===== config.mk =====
export PLATFORM = sky130hd
export DESIGN_NAME = cfgseq_ctrl
export DESIGN_NICKNAME = d
export VERILOG_FILES = /design/src/rtl/cfgseq_pkg.sv /design/src/rtl/cfgseq_vdet.sv /design/src/rtl/cfgseq_timer.sv /design/src/rtl/cfgseq_ctrl.sv
export SDC_FILE = /design/constraint.sdc
export NUM_CORES = 1
export LEC_CHECK = 0
export BUFFER_PORTS_ARGS = -buffer_cell sky130_fd_sc_hd__buf_2
export CAP_MARGIN = 20
export CORE_UTILIZATION = 40
export CTS_CLUSTER_SIZE = 16
export DETAILED_ROUTE_END_ITERATION = 10
export PLACE_DENSITY = 0.61
export SLEW_MARGIN = 20
export SYNTH_ARGS = -nofsm -noshare
export SYNTH_HDL_FRONTEND = slang
export SYNTH_HIERARCHICAL = 1
export SYNTH_SLANG_ARGS = --single-unit

===== constraint.sdc =====
create_clock -name clk -period 2.4 [get_ports clk]
set_clock_uncertainty 0.1 [all_clocks]
set_input_delay 0.48 -clock clk [delete_from_list [all_inputs] [get_ports clk]]
set_output_delay 0.48 -clock clk [all_outputs]
set_load 0.03 [all_outputs]

===== src/rtl/cfgseq_pkg.sv =====
package cfgseq_pkg;

    typedef enum logic [1:0] {
        PL_LOW  = 2'b00,
        PL_HALF = 2'b01,
        PL_HIGH = 2'b10
    } pl_lvl_e;

    typedef enum logic [2:0] {
        OP_NONE   = 3'd0,
        OP_SHIFT  = 3'd1,
        OP_CTX    = 3'd2,
        OP_PROG   = 3'd3,
        OP_RECALL = 3'd4,
        OP_PWROFF = 3'd5,
        OP_TEST0  = 3'd6,
        OP_TEST1  = 3'd7
    } op_e;

    typedef enum logic [3:0] {
        S_OFF,
        S_RC_PRE,
        S_RC_PL1,
        S_RC_PWR,
        S_NORMAL,
        S_READ,
        S_PG_HI,
        S_PG_LO,
        S_PO_PL,
        S_PO_CUT
    } seq_state_e;

endpackage


===== src/rtl/cfgseq_vdet.sv =====
module cfgseq_vdet (
    input  logic clk,
    input  logic rst_n,
    input  logic level_in,
    output logic rise,
    output logic fall
);
    logic level_q;

    always_ff @(posedge clk or negedge rst_n) begin
        if (!rst_n) level_q <= 1'b0;
        else        level_q <= level_in;
    end

    assign rise = level_in & ~level_q;
    assign fall = ~level_in & level_q;
endmodule


===== src/rtl/cfgseq_timer.sv =====
module cfgseq_timer #(
    parameter int W = 3
) (
    input  logic         clk,
    input  logic         rst_n,
    input  logic         load,
    input  logic [W-1:0] load_val,
    output logic         zero
);
    logic [W-1:0] cnt_q;

    always_ff @(posedge clk or negedge rst_n) begin
        if (!rst_n)             cnt_q <= '0;
        else if (load)          cnt_q <= load_val;
        else if (cnt_q != '0)   cnt_q <= cnt_q - 1'b1;
    end

    assign zero = (cnt_q == '0);
endmodule


===== src/rtl/cfgseq_ctrl.sv =====
module cfgseq_ctrl #(
    parameter int CTX_W   = 3,
    parameter int CTX_LAT = 6
) (
    input  logic             clk,
    input  logic             rst_n,
    input  logic             cmd_valid,
    input  logic [2:0]       cmd,
    input  logic [CTX_W-1:0] ctx_id,
    input  logic             supply_ok,
    output logic             cell_pwr,
    output logic             wl_en,
    output logic [CTX_W-1:0] wl_ctx,
    output logic [1:0]       pl1_lvl,
    output logic [1:0]       pl2_lvl,
    output logic [CTX_W-1:0] active_ctx,
    output logic             busy,
    output logic             done
);
    import cfgseq_pkg::*;

    localparam int              CNT_W   = (CTX_LAT > 1) ? $clog2(CTX_LAT) : 1;
    localparam logic [CNT_W-1:0] RD_LAST = CNT_W'(CTX_LAT - 1);

    seq_state_e       state_q, state_d;
    logic [CTX_W-1:0] tgt_q, act_q;
    logic             done_q;
    logic             sup_rise, sup_fall;
    logic             tmr_load, tmr_zero;
    logic             fin, capture, commit;
    logic             req_off, req_rec;
    logic             pwr_now;
    op_e              op;
    pl_lvl_e          pl1, pl2;

    assign op      = op_e'(cmd);
    assign req_off = sup_fall | (cmd_valid && op == OP_PWROFF);
    assign req_rec = sup_rise | (cmd_valid && op == OP_RECALL);

    cfgseq_vdet u_vdet (
        .clk      (clk),
        .rst_n    (rst_n),
        .level_in (supply_ok),
        .rise     (sup_rise),
        .fall     (sup_fall)
    );

    cfgseq_timer #(.W(CNT_W)) u_tmr (
        .clk      (clk),
        .rst_n    (rst_n),
        .load     (tmr_load),
        .load_val (RD_LAST),
        .zero     (tmr_zero)
    );

    // next-state decision
    always_comb begin
        state_d  = state_q;
        tmr_load = 1'b0;
        fin      = 1'b0;
        capture  = 1'b0;
        commit   = 1'b0;
        if (req_off && !(state_q inside {S_OFF, S_NORMAL, S_PO_PL, S_PO_CUT})) begin
            state_d = pwr_now ? S_PO_PL : S_PO_CUT;
        end else if (req_off && state_q == S_NORMAL) begin
            state_d = S_PO_PL;
        end else begin
            unique case (state_q)
                S_OFF:    if (req_rec) state_d = S_RC_PRE;
                S_RC_PRE: state_d = S_RC_PL1;
                S_RC_PL1: state_d = S_RC_PWR;
                S_RC_PWR: begin state_d = S_NORMAL; fin = 1'b1; end
                S_NORMAL: begin
                    if (cmd_valid) begin
                        case (op)
                            OP_CTX:  begin state_d = S_READ;  tmr_load = 1'b1; capture = 1'b1; end
                            OP_PROG: begin state_d = S_PG_HI; capture = 1'b1; end
                            default: state_d = S_NORMAL;
                        endcase
                    end
                end
                S_READ:   if (tmr_zero) begin state_d = S_NORMAL; fin = 1'b1; commit = 1'b1; end
                S_PG_HI:  state_d = S_PG_LO;
                S_PG_LO:  begin state_d = S_NORMAL; fin = 1'b1; end
                S_PO_PL:  state_d = S_PO_CUT;
                S_PO_CUT: begin state_d = S_OFF; fin = 1'b1; end
                default:  state_d = S_OFF;
            endcase
        end
    end

    // state register and sequence bookkeeping
    always_ff @(posedge clk or negedge rst_n) begin
        if (!rst_n) begin
            state_q <= S_OFF;
            tgt_q   <= '0;
            act_q   <= '0;
            done_q  <= 1'b0;
        end else begin
            state_q <= state_d;
            done_q  <= fin;
            if (capture) tgt_q <= ctx_id;
            if (commit)  act_q <= tgt_q;
        end
    end

    // output levels per state
    always_comb begin
        pwr_now = 1'b0;
        wl_en   = 1'b0;
        pl1     = PL_LOW;
        pl2     = PL_LOW;
        wl_ctx  = act_q;
        unique case (state_q)
            S_OFF, S_RC_PRE, S_PO_CUT: ;
            S_RC_PL1: pl1 = PL_HIGH;
            S_RC_PWR: begin pwr_now = 1'b1; pl1 = PL_HIGH; end
            S_NORMAL: begin pwr_now = 1'b1; pl1 = PL_HALF; pl2 = PL_HALF; end
            S_READ:   begin pwr_now = 1'b1; wl_en = 1'b1; pl1 = PL_HALF; pl2 = PL_HALF; wl_ctx = tgt_q; end
            S_PG_HI:  begin pwr_now = 1'b1; wl_en = 1'b1; pl1 = PL_HIGH; pl2 = PL_HIGH; wl_ctx = tgt_q; end
            S_PG_LO:  begin pwr_now = 1'b1; wl_en = 1'b1; wl_ctx = tgt_q; end
            S_PO_PL:  pwr_now = 1'b1;
            default:  ;
        endcase
    end

    assign cell_pwr   = pwr_now;
    assign pl1_lvl    = pl1;
    assign pl2_lvl    = pl2;
    assign active_ctx = act_q;
    assign done       = done_q;
    assign busy       = !(state_q == S_OFF || state_q == S_NORMAL);

    a_r10_done_single: assert property (@(posedge clk) disable iff (!rst_n)
        done |=> !done);

    a_r8_done_not_busy: assert property (@(posedge clk) disable iff (!rst_n)
        done |-> !busy);

    a_r2_power_after_pl1: assert property (@(posedge clk) disable iff (!rst_n)
        $rose(cell_pwr) |-> (pl1_lvl == PL_HIGH && $past(pl1_lvl) == PL_HIGH && pl2_lvl == PL_LOW && !wl_en));

    a_r6_pl_low_before_cut: assert property (@(posedge clk) disable iff (!rst_n)
        $fell(cell_pwr) |-> ($past(pl1_lvl) == PL_LOW && $past(pl2_lvl) == PL_LOW));

    a_r5_wordline_powered: assert property (@(posedge clk) disable iff (!rst_n)
        wl_en |-> cell_pwr);

    a_r4_ctx_moves_with_done: assert property (@(posedge clk) disable iff (!rst_n)
        (active_ctx != $past(active_ctx)) |-> done);

endmodule


# Word level (Yosys, flattened, before mapping)
# Cells that the tools add are included.
[op_classes] n_addsub=1 eq_ne=16 n_mux=32 bitwise_logic=6 n_reduce_logical=20
[ops] cell="$pmux W4 S8" count=1
[ops] cell="$mux W4" count=5
[ops] cell="$mux W1" count=19
[ops] cell="$eq A4 B3 Y1 const B" count=4
[ops] cell="$pmux W2 S2" count=3
[ops] cell="$mux W3" count=3
[ops] cell="$reduce_or A3 Y1" count=3
[ops] cell="$eq A4 B2 Y1 const B" count=2
[ops] cell="$eq A4 B4 Y1 const B" count=2
[ops] cell="$ne A4 B4 Y1 const B" count=2
[ops] cell="$eq A3 B2 Y1 const B" count=2
[ops] cell="$eq A3 B3 Y1 const B" count=2
[ops] cell="$reduce_or A2 Y1" count=3
[ops] cell="$reduce_or A6 Y1" count=1
[ops] cell="$eq A4 B1 Y1 const B" count=1
[ops] cell="$logic_and A1 B1 Y1" count=4
[ops] cell="$logic_not A4 Y1" count=1
[ops] cell="$ne A4 B3 Y1 const B" count=1
[ops] cell="$reduce_bool A4 Y1" count=1
[ops] cell="$logic_not A3 Y1" count=1
[ops] cell="$reduce_and A3 Y1" count=1
[ops] cell="$reduce_bool A3 Y1" count=1
[ops] cell="$sub A3 B1 Y3 const B" count=1
[ops] cell="$and A1 B1 Y1" count=2
[ops] cell="other kinds (6)" count=9
[totals] ff_bits=15 input_bits=10 output_inout_bits=14 wordCells=81

# Logic depth before layout (Yosys ltp)
# Gate-level depths: netlist (run 1).
[depth] ltp_word=7 ltp_mapped=8 mapped_depth_nobuf=8

# Hierarchy
# The synthesis (run 1) kept the hierarchy.
[modules_own_cells] module="cfgseq_ctrl" n_inst=1 cells_per_inst=78 area_each_um2=713.2 seq_area_each_um2=275.3
[modules_own_cells] module="cfgseq_timer" n_inst=1 cells_per_inst=21 area_each_um2=201.4 seq_area_each_um2=75.1
[modules_own_cells] module="cfgseq_vdet" n_inst=1 cells_per_inst=3 area_each_um2=40.0 seq_area_each_um2=25.0

# Worst setup path before layout (run 1)
# OpenSTA, ideal clock, no wires.
[synth_timing] kind="reg2out" start="register state_q[2]" end="output port wl_ctx[0]" arrival_time_ps=1590 required_ps=1820 setup_slack_ps=230 path_stages_with_launch=4 path_buffers=0 path_cell_list="dfrtp_1 -> nand2b_1 -> nor2_1 -> mux2_2"
[synth_between] elab_chain_len=3 elab_cells_between_ends=5 classes_between="eq/ne (3); mux (1); reduce/logical (1)"
[synth_rtl] item="start: declaration" line_no="cfgseq_ctrl.sv:25" rtl="seq_state_e state_q, state_d;"
[synth_rtl] item="start signal: assignment" line_no="cfgseq_ctrl.sv:100" rtl="state_q <= state_d;"
[synth_rtl] item="$eq A4 B3 Y1" line_no="cfgseq_ctrl.sv:114" rtl="unique case (state_q)"
[synth_rtl] item="$reduce_or A3 Y1 (no source line) *"
[synth_rtl] item="$mux W3 *" line_no="cfgseq_ctrl.sv:114"
[synth_rtl] item="end: declaration" line_no="cfgseq_ctrl.sv:13" rtl="output logic [CTX_W-1:0] wl_ctx,"
# Mark *: on every way between the ends. The rest lies on a longest branch, timed or not.

# Final worst setup path (run 1)
# Ends and elaborated chain as after synthesis.

==> metrics.cfg, run 1 <==
[synth]
synthAdderAreaFrac_pct = 2.62
ys_seq_area_share_pct = 39.3
ys_ff_latch = 15
synth-simple-area-share_pct = 24.4
netlist_area_um2 = 955
ys_async_sr_fraction_pct = 100
synth_cell_type_count = 39
avgSynthCellArea_um2 = 9.36
syn_inst = 102
synth_mux_area_share_pct = 11.8
synth-compound-area-share_pct = 15.5
synth-xor-area-share_pct = 0
synth_top_family_by_area = simple AND/OR/NAND/NOR gates
synth-main-ff-cell = dfrtp_1
synth-edff-count = 0
yosys_warnings = 6

[grt]
grt_use_met1_pct = 24.1
grt_use_met3_pct = 2.98
grt_use_total_pct = 17.4
antenna_found_initial = 0
busiest_layer = met2
overflow = 0
grt_max_degree = 16
grt_use_met2_pct = 26.9
grt_pass1_wl_um = 3350
grt_pass1_vias = 753

[pwr]
leakagePower_nw = 0.598
swShare_pct = 44.7
power.internal_mw = 0.670
power.density_nw_per_um2 = 1050
p_seq_share_pct = 33.4
power_switching_mw = 0.541
ir_worst_vdd_v = 0.000500
power_frac_clock_pct = 12.0
comb_power_share_pct = 54.6

[critical_path]
worstSetupStartpointType = flop
path_max_fanout = 8
worstPathArrival_ns = 1.68
endpoint_kind = primary output
path_class = flop to primary output
reg2reg_depth = 6
crit_required_ns = 1.82

[detailed_routing]
drt_pass1_iterations = 4
postRouteWirelength_um = 1950
route.vias.total = 811
drt-vias-per-instance = 5.13
wl_per_cell_um = 12.3
route.detailed.drc = 0
drtIter0Drc = 20
ant_nets = 0

[cts]
cts_buffer_depth = 2
cts_tree = built
cts_root_buffer = clkbuf_4
cts_buffers = 3
htree_levels = 1
cts_sinks = 15
clock_latency_ns = 0.28
post_cts_buffers = 0
cts.clk_slew.worst_paths_ns = 0.10

[sta]
setup_ws_ns = 0.142
fin_crit_sh_pct = 94.1
rsz0062_at_grt = false
fmax_ghz = 0.443
setup_viol = 0
period_minus_slack_ns = 2.26
slew_viol_final = 0
hold_violations = 0
tns_ns = 0

[cells_and_area]
area_growth_pct = 20.4
fin_area_um2 = 1150
antennaDiodeCount = 0
drive_gt1_share_pct = 29.2
fin_nets = 143
layout_commonest_cell = buf_2
mostFrequentLayoutCells = buf_2, dfrtp_1, inv_1
final_cells = 158

[floorplan]
rows = 17
die_area_um2 = 2590
die_x_um = 50.9
die_y_um = 50.9
initial_core_util_pct = 42.7
core_area_um2 = 2230
ios = 24

[placement]
gp_congestion = 0.812
placedCellCount = 153
pre_cts_ws_ns = 0.378
dp.final_hpwl_um = 1490
dpl-instance-area_um2 = 1110
io_buffers = 23

[min_path]
hold_path.class = primary input to flop
hold-path-cell-count = 1

[flow_run]
maxCapViolations = 0

[status]
outcome = finished, final reports clean

## state kept, by name, summed over array words and instances, names as in the netlist
register	cells
active_ctx	3
u_vdet/level_q	1
state_q	4
done	1
u_tmr/cnt_q	3
tgt_q	3
## power groups by stage
stage / logic [mW] / clock network, mW / registers, mW
2_1_floorplan: 0.509 / 0 / 0.397
3_3_place_gp: 0.655 / 0 / 0.405
3_5_place_dp: 0.661 / 0 / 0.407
4_1_cts: 0.666 / 0.156 / 0.403
5_1_grt: 0.747 / 0.162 / 0.419
6_report: 0.662 / 0.145 / 0.404
## routing by layer
layer / share of wire (%) / wire, µm
met1: 47 / 922
met2: 47 / 908
met3: 5.5 / 107
met4: 0.51 / 10
met5: 0 / 0
## Yosys cell counts (2+ instances only)
cell | instances | area, µm²
conb_1 | 2 | 7.51
nand3_1 | 3 | 15.0
nor4b_1 | 2 | 17.5
a21oi_1 | 6 | 30.0
o21ai_0 | 2 | 10.0
mux2_2 | 4 | 45.0
dfrtp_1 | 15 | 375
ha_1 | 2 | 25.0
nor2b_1 | 6 | 37.5
a211oi_1 | 3 | 22.5
nor3_1 | 5 | 25.0
nand2b_1 | 2 | 12.5
nor2_1 | 7 | 26.3
clkbuf_1 | 2 | 7.51
inv_1 | 9 | 33.8
mux2_1 | 6 | 67.6
nand2_1 | 4 | 15.0
## kinds of logic (layout without fill, tap and decap cells)
| logic type | Yosys count | in the layout |
|---|---|---|
| buffers and inverters | 13 | 40 |
| AO/OA/AOI/OAI | 21 | 21 |
| AND/OR/NAND/NOR | 39 | 39 |
| other | 2 | 3 |
| adder cells (fa/ha/maj) | 2 | 2 |
| multiplexers | 10 | 10 |
| flip-flops | 15 | 15 |
## final timing paths
path                                       end       start  slack (ns)
worst max-delay path                 wl_ctx[0]  state_q[2]        0.14
worst min-delay path            u_vdet/level_q   supply_ok        0.21
worst max register to register  u_tmr/cnt_q[1]  state_q[2]        0.37
worst min register to register   active_ctx[1]    tgt_q[1]        0.40
max in group asynchronous             tgt_q[1]       rst_n        1.40
min in group asynchronous           state_q[1]       rst_n        0.53
## worst max-delay path: stages (launching register included)
cell and delay (ns):
dfrtp_1 0.47, nand2b_1 0.18, nor2_2 0.23, mux2_2 0.35
buf_2 0.18
## what timing repair did
item / in CTS / in global routing
endpoints found under the hold margin: 14 / 0
endpoints found under the setup margin: 0 / 3
hold buffers: 1 / 0
resized for setup: 0 / 1
## stage by stage
| stage | utilization, % | power, mW | hold slack [ns] |
|---|---|---|---|
| 2_1_floorplan | - | 0.906 | 0.0844 |
| 3_3_place_gp | 49.7 | 1.06 | 0.312 |
| 3_5_place_dp | 49.7 | 1.07 | 0.313 |
| 4_1_cts | 51.4 | 1.23 | 0.204 |
| 5_1_grt | 51.5 | 1.33 | 0.203 |
| 6_report | 51.5 | 1.21 | 0.215 |
## area by class of cell
class / count / area, µm²
clock buffer: 4 / 26.3
fill: 219 / 1080
inverter: 9 / 33.8
multi-input combinational: 75 / 532
sequential: 15 / 375
tap: 28 / 35.0
timing repair buffer: 27 / 148
Power figures use the tool's default switching activity.
==> inputs of run 2 (changes only) <==
- CTS_BUF_LIST: default -> sky130_fd_sc_hd__clkbuf_4 sky130_fd_sc_hd__clkbuf_8
- PLACE_DENSITY: 0.61 -> 0.63
- clock period: 2.4 -> 1.9 ns (I/O delays scaled with it)
==> metrics.cfg, run 2 (same netlist as run 1, synthesis figures left out) <==
[status]
outcome = finished, violations left
failed_checks = setup timing

[cts]
cts_buffer_depth = 2  ; unchanged
cts_root_buffer = clkbuf_4
cts_buffers = 3  ; unchanged
cts.clk_slew.worst_paths_ns = 0.09  ; about the same
clock_latency_ns = 0.28  ; about the same
cts_sinks = 15  ; unchanged
cts_tree = built
htree_levels = 1  ; unchanged

[flow_run]
maxCapViolations = 0  ; unchanged

[critical_path]
cp_top_family = flip-flops
worstPathArrival_ns = 1.45  ; -0.23 ns
path_class = flop to primary output
crit_required_ns = 1.42  ; -0.40 ns
crit_chain = buf_4 -> nor3_4 -> nand2_1 -> o21ai_1 -> buf_4
worstSetupStartpointType = flop
worst_path_max_delay_cell = dfrtp_2
cpPeakStageDelay_ns = 0.45  ; -0.02 ns
endpoint_kind = primary output
path_max_fanout = 4  ; -4
critPathBufInv = 2  ; +1
r2r_slack_ns = -0.02  ; -0.39 ns
crit_top_cell = buf_4

[grt]
grt_pass1_wl_um = 3620  ; +7.8%
grt_max_degree = 16  ; unchanged
overflow = 0  ; unchanged
antenna_found_initial = 0  ; unchanged
grt_pass1_vias = 823  ; +9.3%
grt_use_total_pct = 19.2  ; +1.8 points

[sta]
fmax_ghz = 0.518
period_minus_slack_ns = 1.93
rsz0062_at_grt = true
setup_viol = 6  ; +6
slew_viol_final = 0  ; unchanged
hold_violations = 0  ; unchanged
setup_ws_ns = -0.0306  ; -0.173 ns
fin_crit_sh_pct = 102

[placement]
pre_cts_ws_ns = 0.0241  ; -0.354 ns
dpl-instance-area_um2 = 1150  ; +3.8%
io_buffers = 23  ; unchanged
dp.final_hpwl_um = 1580  ; +6.5%
gp_congestion = 0.910  ; +12%

[pwr]
power.density_nw_per_um2 = 1370  ; +30%
leakagePower_nw = 0.646  ; +8.0%
total_power_mw = 1.78  ; +47%
ir_worst_vdd_v = 0.000607  ; +21%

[floorplan]
initial_core_util_pct = 42.7  ; unchanged
rows = 17  ; unchanged
die_x_um = 50.9  ; unchanged
die_area_um2 = 2590  ; unchanged
ios = 24  ; unchanged
die_y_um = 50.9  ; unchanged
core_area_um2 = 2230  ; unchanged

[cells_and_area]
fillers = 211  ; -3.7%
area_growth_pct = 36.0
antennaDiodeCount = 0  ; unchanged
mostFrequentLayoutCells = buf_2, buf_4, dfrtp_1
fin_area_um2 = 1300  ; +13%
utilization_pct = 58.2  ; +6.7 points
fin_nets = 150  ; +4.9%
largest_register_ffs = 4  ; unchanged
layout_commonest_cell = buf_2
regMostFlops = state_q
drive_gt1_share_pct = 40.1  ; +11 points

[detailed_routing]
wl_per_cell_um = 13.0  ; +5.2%
ant_nets = 0  ; unchanged
drt_pass1_iterations = 6  ; +2
route.detailed.drc = 0  ; unchanged
drt-vias-per-instance = 5.30  ; +3.2%
route.vias.total = 874  ; +7.8%
postRouteWirelength_um = 2140  ; +9.9%
drtIter0Drc = 5  ; -75%

[min_path]
hold_path.class = primary input to flop

run 2: report_power, final:
group          internal, mW  switching, mW
logic                 0.480          0.583
clock network        0.0959          0.103
registers             0.426         0.0923
total                  1.00          0.778
run 2: worst reg2reg max path: stages (launching register included):
cell	delay, ns
dfrtp_2	0.45
or3_4	0.40
or3_4	0.34
a21o_1	0.17
a32oi_2	0.22
o22ai_1	0.12
run 2: repair_timing:
item / 4_1_cts / 5_1_grt
pin swaps: 1 / 5
buffers inserted: 1 / 1
resized for setup: 17 / 9
endpoints found under the hold margin: 15 / 0
setup endpoints to repair: 7 / 11
hold buffers: 1 / 0
run 2: cell type report:
type	count	area [µm²]	area share, %
sequential	15	379	29.2
clock buffer	4	30.0	2.31
multi-input combinational	75	592	45.6
timing repair buffer	34	229	17.6
inverter	9	33.8	2.60
tap	28	35.0	2.70
run 2: worst paths after layout:
path,startpoint,endpoint,cells past startpoint
worst max-delay path,state_q[2],cell_pwr,5
worst min-delay path,supply_ok,u_vdet/level_q,1
worst max register to register,state_q[2],state_q[0],5
worst min register to register,tgt_q[0],active_ctx[0],1
max in group asynchronous,rst_n,state_q[2],2
min in group asynchronous,rst_n,u_tmr/cnt_q[2],2
run 2: routing by layer:
| metal | share of wire, % | track usage, % | vias up |
|---|---|---|---|
| li1 | - | - | 434 |
| met1 | 45 | 22.3 | 408 |
| met2 | 49 | 32.7 | 26 |
| met3 | 4.3 | 3.57 | 6 |
| met4 | 1.7 | 11.6 | 0 |
| met5 | 0 | 0 | - |
run 2: through the flow:
stage | instances | hold slack (ns) | setup TNS, ns
after floorplan | 103 | -0.0156 | -0.00182
after global placement | 158 | 0.200 | 0
after detailed placement | 158 | 0.207 | 0
after CTS | 164 | 0.108 | -0.198
after global routing | 165 | 0.112 | -0.567
final | 165 | 0.120 | -0.141
